`src/rtl/psfb_pkg.sv`:
```
package psfb_pkg;
  // Which slope of the up-down counter is running
  typedef enum logic {
    HALF_DN = 1'b0,
    HALF_UP = 1'b1
  } half_e;
endpackage

```
`src/rtl/psfb_timebase.sv`:
```
module psfb_timebase #(
  parameter int CW = 16,
  parameter int DW = 8
) (
  input  logic              clk,
  input  logic              rst,
  input  logic              en,
  input  logic [CW-1:0]     period,
  input  logic [DW-1:0]     dt_fixed,
  input  logic [DW-1:0]     dt_ctrl,
  output psfb_pkg::half_e   half,
  output logic [CW-1:0]     elapsed,
  output logic              zero_ev,
  output logic              peak_ev,
  output logic [DW-1:0]     dtf_q,
  output logic [DW-1:0]     dtc_q
);
  import psfb_pkg::*;

  logic [CW-1:0] cnt;
  logic [CW-1:0] prd_q;
  logic [CW-1:0] cnt_inc;

  assign cnt_inc = cnt + 1'b1;

  always_ff @(posedge clk) begin
    if (rst || !en) begin
      cnt   <= '0;
      half  <= HALF_UP;
      prd_q <= period;
      dtf_q <= dt_fixed;
      dtc_q <= dt_ctrl;
    end else begin
      if (cnt == '0) begin
        prd_q <= period;
        dtf_q <= dt_fixed;
        dtc_q <= dt_ctrl;
      end
      if (half == HALF_UP) begin
        cnt <= cnt_inc;
        if (cnt_inc == prd_q) half <= HALF_DN;
      end else begin
        cnt <= cnt - 1'b1;
        if (cnt == CW'(1)) half <= HALF_UP;
      end
    end
  end

  // Cycles since the last turning point; 0 on the turning point itself
  assign elapsed = (half == HALF_UP) ? cnt : (prd_q - cnt);
  assign zero_ev = (half == HALF_UP) && (cnt == '0);
  assign peak_ev = (half == HALF_DN) && (cnt == prd_q);
endmodule

```
`src/rtl/psfb_trip_leg.sv`:
```
module psfb_trip_leg #(
  parameter int CW = 16
) (
  input  logic            clk,
  input  logic            rst,
  input  logic            en,
  input  psfb_pkg::half_e half,
  input  logic [CW-1:0]   elapsed,
  input  logic [CW-1:0]   blank_off,
  input  logic [CW-1:0]   blank_len,
  input  logic            trip,
  output logic            aq
);
  import psfb_pkg::*;

  localparam int EW = CW + 1;

  logic [EW-1:0] win_end;
  logic          masked;
  logic          take;

  assign win_end = {1'b0, blank_off} + {1'b0, blank_len};
  assign masked  = (elapsed >= blank_off) && ({1'b0, elapsed} < win_end);
  assign take    = trip && !masked;

  // Turning point sets the default level; a taken trip flips it early.
  always_ff @(posedge clk) begin
    if (rst || !en) begin
      aq <= 1'b0;
    end else if (elapsed == '0) begin
      aq <= (half == HALF_DN);
    end else if (take) begin
      aq <= (half == HALF_UP);
    end
  end
endmodule

```
`src/rtl/psfb_deadband.sv`:
```
module psfb_deadband #(
  parameter int DW = 8
) (
  input  logic          clk,
  input  logic          rst,
  input  logic          en,
  input  logic          raw,
  input  logic [DW-1:0] dt,
  output logic          out_a,
  output logic          out_b
);
  localparam int AW = DW + 1;

  logic          prev;
  logic [DW-1:0] run;
  logic [AW-1:0] age;
  logic          aged;

  // age: number of earlier cycles the raw level has already held
  assign age  = (raw == prev) ? ({1'b0, run} + 1'b1) : '0;
  assign aged = (age >= {1'b0, dt});

  always_ff @(posedge clk) begin
    if (rst) begin
      prev  <= 1'b0;
      run   <= '1;
      out_a <= 1'b0;
      out_b <= 1'b0;
    end else begin
      prev  <= raw;
      run   <= age[DW] ? '1 : age[DW-1:0];
      out_a <= en && raw && aged;
      out_b <= en && !raw && aged;
    end
  end
endmodule

```
`src/rtl/psfb_pcmc_pwm.sv`:
```
module psfb_pcmc_pwm #(
  parameter int CW = 16,
  parameter int DW = 8
) (
  input  logic          clk,
  input  logic          rst,
  input  logic          en,
  input  logic [CW-1:0] period,
  input  logic [DW-1:0] dt_fixed,
  input  logic [DW-1:0] dt_ctrl,
  input  logic [CW-1:0] blank_off,
  input  logic [CW-1:0] blank_len,
  input  logic          trip,
  output logic          fix_a,
  output logic          fix_b,
  output logic          ctl_a,
  output logic          ctl_b,
  output logic          zero_stb,
  output logic          peak_stb
);
  import psfb_pkg::*;

  localparam int NLEG = 2;

  half_e         half;
  logic [CW-1:0] elapsed;
  logic          zero_ev;
  logic          peak_ev;
  logic [DW-1:0] dtf_q;
  logic [DW-1:0] dtc_q;
  logic          aq;
  logic          raw_fix;

  psfb_timebase #(.CW(CW), .DW(DW)) u_tbase (
    .clk(clk), .rst(rst), .en(en),
    .period(period), .dt_fixed(dt_fixed), .dt_ctrl(dt_ctrl),
    .half(half), .elapsed(elapsed), .zero_ev(zero_ev), .peak_ev(peak_ev),
    .dtf_q(dtf_q), .dtc_q(dtc_q)
  );

  psfb_trip_leg #(.CW(CW)) u_trip (
    .clk(clk), .rst(rst), .en(en),
    .half(half), .elapsed(elapsed),
    .blank_off(blank_off), .blank_len(blank_len),
    .trip(trip), .aq(aq)
  );

  // Fixed-leg level is registered so both legs share one cycle of latency
  always_ff @(posedge clk) begin
    if (rst) begin
      raw_fix  <= 1'b0;
      zero_stb <= 1'b0;
      peak_stb <= 1'b0;
    end else begin
      raw_fix  <= en && (half == HALF_UP);
      zero_stb <= en && zero_ev;
      peak_stb <= en && peak_ev;
    end
  end

  logic [NLEG-1:0] leg_raw;
  logic [DW-1:0]   leg_dt [NLEG];
  logic [NLEG-1:0] leg_a;
  logic [NLEG-1:0] leg_b;

  assign leg_raw   = {aq, raw_fix};
  assign leg_dt[0] = dtf_q;
  assign leg_dt[1] = dtc_q;

  generate
    for (genvar g = 0; g < NLEG; g++) begin : g_leg
      psfb_deadband #(.DW(DW)) u_db (
        .clk(clk), .rst(rst), .en(en),
        .raw(leg_raw[g]), .dt(leg_dt[g]),
        .out_a(leg_a[g]), .out_b(leg_b[g])
      );
    end
  endgenerate

  assign fix_a = leg_a[0];
  assign fix_b = leg_b[0];
  assign ctl_a = leg_a[1];
  assign ctl_b = leg_b[1];
endmodule

```
`config.mk`:
```
export PLATFORM = sky130hd
export DESIGN_NAME = psfb_pcmc_pwm
export DESIGN_NICKNAME = d
export VERILOG_FILES = /design/src/rtl/psfb_pkg.sv /design/src/rtl/psfb_timebase.sv /design/src/rtl/psfb_trip_leg.sv /design/src/rtl/psfb_deadband.sv /design/src/rtl/psfb_pcmc_pwm.sv
export SDC_FILE = /design/constraint.sdc
export NUM_CORES = 1
export LEC_CHECK = 0
export ABC_AREA = 1
export BUFFER_PORTS_ARGS = -buffer_cell sky130_fd_sc_hd__buf_4
export CAP_MARGIN = 20
export CORE_MARGIN = 3
export CORE_UTILIZATION = 30
export CTS_CLUSTER_SIZE = 8
export DETAILED_ROUTE_END_ITERATION = 8
export GPL_ROUTABILITY_DRIVEN = 0
export PLACE_DENSITY = 0.47
export SYNTH_ARGS = -nofsm -noshare
export SYNTH_HDL_FRONTEND = slang
export SYNTH_SLANG_ARGS = --single-unit
```
`constraint.sdc`:
```
create_clock -name clk -period 2.61 [get_ports clk]
set_input_delay 0.261 -clock clk [delete_from_list [all_inputs] [get_ports clk]]
set_output_delay 0.261 -clock clk [all_outputs]
set_load 0.02 [all_outputs]
```
* After elaboration in Yosys (flattened, before gate mapping)
Cells that the tools add are included.
Storage, ports and cells: register bits 75, logic and storage cells 74
Cells by class: $add $sub $neg 6, $lt $le $gt $ge 4, eq/ne operators 5, mux-type cells 15, bitwise gates (word level) 1, reductions and logical operators 26
Operator list (number):
- 2-to-1 mux 16 bit | 4
- equality test 16 bit | 2
- logical NOT 16 bit | 2
- 2-to-1 mux 8 bit | 4
- adder 8 x 1 -> 9 bit (second input constant) | 2
- greater-or-equal comparator 9 x 8 -> 1 bit | 2
- 2-to-1 mux 9 bit | 2
- adder 16 x 16 -> 17 bit | 1
- less-than comparator 16 x 17 -> 1 bit | 1
- adder 16 x 1 -> 16 bit (second input constant) | 1
- equality test 16 x 1 -> 1 bit (second input constant) | 1
- greater-or-equal comparator 16 bit | 1
- subtractor 16 x 1 -> 16 bit (second input constant) | 1
- subtractor 16 bit | 1
- logical AND 1 bit | 15
- 2-to-1 mux 1 bit | 5
- logical NOT 1 bit | 4
- nonzero test 2 bit | 2
- OR reduction 2 bit | 2
- equality test 1 bit | 2
- logical OR 1 bit | 1
- NOT 1 bit | 1

* Longest topological paths before layout
word-level depth 8, mapped depth 29

* Modules after synthesis
Synthesis repeated with hierarchy kept, for this count alone.
Second synthesis, totals: cell total of the unflattened synthesis 956, area total of the unflattened synthesis 6571.3 um^2
By module, submodules not included:
- psfb_timebase | times used 1, cells each 500, area an instance 3513.4 um^2
- psfb_trip_leg | times used 1, cells each 235, area an instance 1569.0 um^2
- psfb_deadband | times used 2, cells each 106, area an instance 703.2 um^2
- psfb_pcmc_pwm | times used 1, cells each 9, area an instance 82.6 um^2

* Least setup slack after synthesis
OpenSTA, ideal clock, no wires.
kind reg2reg, from reg u_tbase.prd_q[0], to reg u_trip.aq, arrival time 2.777 ns, data required time 2.495 ns, path slack -0.282 ns, stages on the path, launching flop included 26, period minus slack after synthesis 2.892 ns, path through edfxtp_1 inv_1 ha_1 fa_1 nor2_1 nor2_1 o21ai_2 nand3_1 nand3_1 nand3_1 nand2_1 inv_1 ha_1 nand2_1 nor2_1 nand3_1 nand3_1 nand3_1 inv_1 nand3_1 nand3_1 nand2_1 nand3_1 nand2_1 a21oi_1 nor2_1
Between the ends: longest elaborated chain between the ends 7, elaborated cells between the ends (all ways) 10
Ends and longest elaborated chain:
- start, declared | line psfb_timebase.sv:21 | logic [CW-1:0] prd_q;
- start signal, assigned | line psfb_timebase.sv:30 | prd_q <= period;
- start signal, assigned | line psfb_timebase.sv:35 | prd_q <= period;
- subtractor 16 bit (*) | line psfb_timebase.sv:50 | assign elapsed = (half == HALF_UP) ? cnt : (prd_q - cnt);
- 2-to-1 mux 16 bit (*) | line psfb_timebase.sv:50
- less-than comparator 16 x 17 -> 1 bit / greater-or-equal comparator 16 bit (equally long branches) | line psfb_trip_leg.sv:23 | assign masked = (elapsed >= blank_off) && ({1'b0, elapsed} < win_end);
- logical AND 1 bit | line psfb_trip_leg.sv:23
- logical NOT 1 bit | line psfb_trip_leg.sv:24 | assign take = trip && !masked;
- logical AND 1 bit | line psfb_trip_leg.sv:24
- nonzero test 2 bit (no line)
- end signal, assigned | line psfb_trip_leg.sv:31 | aq <= (half == HALF_DN);
- end signal, assigned | line psfb_trip_leg.sv:33 | aq <= (half == HALF_UP);
- end, declared | line psfb_trip_leg.sv:12 | output logic aq
Every way passes the cells marked *; elsewhere a longest branch is shown, timed or not. A chain may end at the register's enable or synchronous reset.

* Worst setup path after layout
Ends and elaborated chain as after synthesis.

==> flow_summary_export.csv <==
group,metric,value,unit
clock_tree,cts_tree,"yes",
global_routing,grtUsageTotal,15.35,%
layout,drive_gt1_share,26.64,%
placed_design,dp_hpwl,13900,um
logic_synthesis,yosysWarningCount,0,
routing,via_count,6038,
sta,clock_skew,0.01076,ns
clock_tree,cts_htree_levels,3,
global_routing,grt_pass1_wl,27610,um
clock_tree,clockBufferDepth,2,
sta,setup_viol,1,
layout,mostFrequentLayoutCell,"buf_4",
setup_path,startpoint_type,"register",
logic_synthesis,synth_flop_cell,"dfxtp_1",
layout,area_delta_synth_final,38.78,%
clock_tree,cts_sinks,75,
placed_design,numPortBuffers,73,
logic_synthesis,synth_nets,1019,
clock_tree,cts_made_buffers,9,
logic_synthesis,syn_inst,867,
power,leakage,4.541,nW
sta,period_minus_slack,3.019,ns
placed_design,dp_slack,-0.5159,ns
layout,fin_nets,1232,
logic_synthesis,synth_area,6231,um^2
logic_synthesis,syn-mean-instance-area,7.187,um^2
routing,drtIter0Drc,314,
logic_synthesis,synth.distinct_cells,47,
outcome,status,"finished with violations",
clock_tree,clk_pin_slew,0.07,ns
sta,rsz0062_at_grt,"yes",
logic_synthesis,synthArstFlopShare,0,%
power,power_density,493.9,nW/um^2
job,drv_cap,0,
logic_synthesis,synth_edf_count,32,
outcome,violations,"negative setup slack",
sta,period_share,115.7,%
sta,slew_headroom,73.06,%
global_routing,grt_pass1_vias,5854,
setup_path,critical_path_class,"register to register",
global_routing,grt_max_degree,22,
power,peakVddDrop,0.0003641,V
clock_tree,clkLatencyLatePin,0.35,ns
sta,fmax,331.2,MHz
routing,via_per_inst,4.456,
floorplanning,die_h,150.1,um
logic_synthesis,ys_seq_area_share,29.24,%
sta,timing.setup.tns,-0.4093,ns
floorplanning,start_util,30.70,%
sta,tightest_slew,0.3999,ns
layout,layout_common_cells,"buf_4, nand2_1, inv_1",
routing,routed_wl,16730,um
sta,hold_ws,0.08200,ns
floorplanning,ios,74,
global_routing,grt_overflow,0,
sta,timing.final.hold_violations,0,
routing,ant_nets,0,
routing,drcViolationCount,0,
logic_synthesis,ys_ff_latch,75,
setup_path,cp.required,2.85,ns
routing,dr.pass1.iters,5,
floorplanning,die_area,22530,um^2
floorplanning,core_area,20300,um^2
clock_tree,hold_buffers,0,
routing,wl_per_cell,12.35,um
min_path,hold_path.class,"input pin to register",
setup_path,crit_arrival,3.26,ns
floorplanning,row_count,52,
setup_path,crit_fanout,4,
sta,setup_ws,-0.4093,ns
floorplanning,die_w,150.1,um
global_routing,antenna_found_initial,0,
layout,diodes,0,
clock_tree,cts_root_buf,"clkbuf_16",
sta,final_max_slew_viol_count,0,
setup_path,end_kind,"register",
[where the power goes]
| part | total, mW | switching, mW | internal [mW] |
|---|---|---|---|
| Sequential | 1.41 | 0.0640 | 1.35 |
| Combinational | 1.38 | 0.736 | 0.642 |
| Clock | 1.48 | 0.539 | 0.944 |
| Total | 4.27 | 1.34 | 2.93 |
[per-layer routing]
| metal | GRT usage, % | wire length [um] | vias to the layer above |
|---|---|---|---|
| met2 | 24.76 | 7408 | 103 |
| li1 | - | - | 3289 |
| met5 | 0 | 0 | - |
| met3 | 2.468 | 715 | 13 |
| met4 | 3.797 | 197 | 0 |
| met1 | 21.51 | 8407 | 2633 |
[cell families after synthesis]
kind of cell / after synthesis / share of synthesized area, %
compound gates: 138 / 12.29
xor+xnor: 36 / 5.181
fa+ha+maj: 84 / 17.11
buf+inv: 153 / 9.377
flops: 75 / 29.24
simple gates: 381 / 26.81
[synthesized netlist by cell type, types with 2 or more instances]
cell	n	area [um^2]
xor2_1	22	192.7
o21bai_1	2	15.01
a21o_1	6	45.04
o22ai_1	5	31.28
dfxtp_1	43	860.8
nand3b_1	2	15.01
a31oi_1	3	18.77
clkbuf_1	4	15.01
o21a_1	2	15.01
xnor2_1	13	113.9
fa_1	2	40.04
a211oi_1	2	15.01
inv_1	145	544.3
ha_1	82	1026
or2_2	9	56.30
nor3_1	10	50.05
nor2_2	3	18.77
edfxtp_1	32	960.9
a21boi_0	4	30.03
nor4_1	4	25.02
nor2_1	75	281.5
nand3_1	64	320.3
nand4_1	13	81.33
nor2_4	2	22.52
a21oi_1	53	265.3
nor3b_1	2	15.01
o21ai_0	55	275.3
nand2_1	189	709.4
[timing repair]
action                                  4_1_cts  5_1_grt
resized for setup                            11       28
endpoints found under the setup margin        1        6
setup buffers                                 2        2
pin swaps                                     8        6
[critical path: stages (launching register included)]
cell and delay (ns):
edfxtp_1 0.34, inv_2 0.04, ha_4 0.15, fa_2 0.40
nor2_2 0.10, nor2_2 0.06, o21ai_2 0.20, buf_4 0.14
buf_4 0.09, nand3_1 0.09, nand3_1 0.10, nand3_1 0.07
nand2_1 0.08, inv_1 0.07, ha_1 0.27, inv_1 0.07
nor3_1 0.05, a211oi_1 0.18, nand2_1 0.10, nand3_2 0.08
nand2_2 0.07, a21oi_2 0.11, nor2_1 0.04
[registers in the layout, indices dropped and copies added (netlist names)]
| name | cells |
|---|---|
| g_leg.u_db.out_a | 2 |
| g_leg.u_db.out_b | 2 |
| g_leg.u_db.prev | 2 |
| g_leg.u_db.run | 16 |
| peak_stb | 1 |
| raw_fix | 1 |
| u_tbase.cnt | 16 |
| u_tbase.dtc_q | 8 |
| u_tbase.dtf_q | 8 |
| u_tbase.half | 1 |
| u_tbase.prd_q | 16 |
| u_trip.aq | 1 |
| zero_stb | 1 |
[final cells by class]
class                           instances  area, um^2
Sequential cell                        75        1823
Tap cell                              270       337.8
Inverter                              147       554.3
Multi-Input combinational cell        639        4021
Clock inverter                          7       123.9
Clock buffer                            9       225.2
Fill cell                            2159       11650
Timing Repair Buffer                  208        1562
[through the flow]
step	utilization [%]	cell area [um^2]	std cells	power (mW)
2_1_floorplan	-	6277	867	2.291
3_3_place_gp	39.98	8117	1335	2.762
3_5_place_dp	39.98	8117	1335	2.776
4_1_cts	41.98	8522	1353	4.310
5_1_grt	42.60	8647	1355	4.618
6_report	42.60	8647	1355	4.271
[final timing paths]
kind	slack [ns]	end	start	cells after the start
setup / recovery	-0.41	u_trip.aq$_SDFFE_PP0P_	u_tbase.prd_q[0]$_DFFE_PP_	22
hold / removal	0.08	u_tbase.dtc_q[4]$_DFFE_PP_	dt_ctrl[4]	1
setup reg to reg	-0.41	u_trip.aq$_SDFFE_PP0P_	u_tbase.prd_q[0]$_DFFE_PP_	22
hold reg to reg	0.42	g_leg[0].u_db.out_b$_SDFF_PP0_	raw_fix$_SDFF_PP0_	1
No activity file was read; power rests on OpenSTA's default activity.
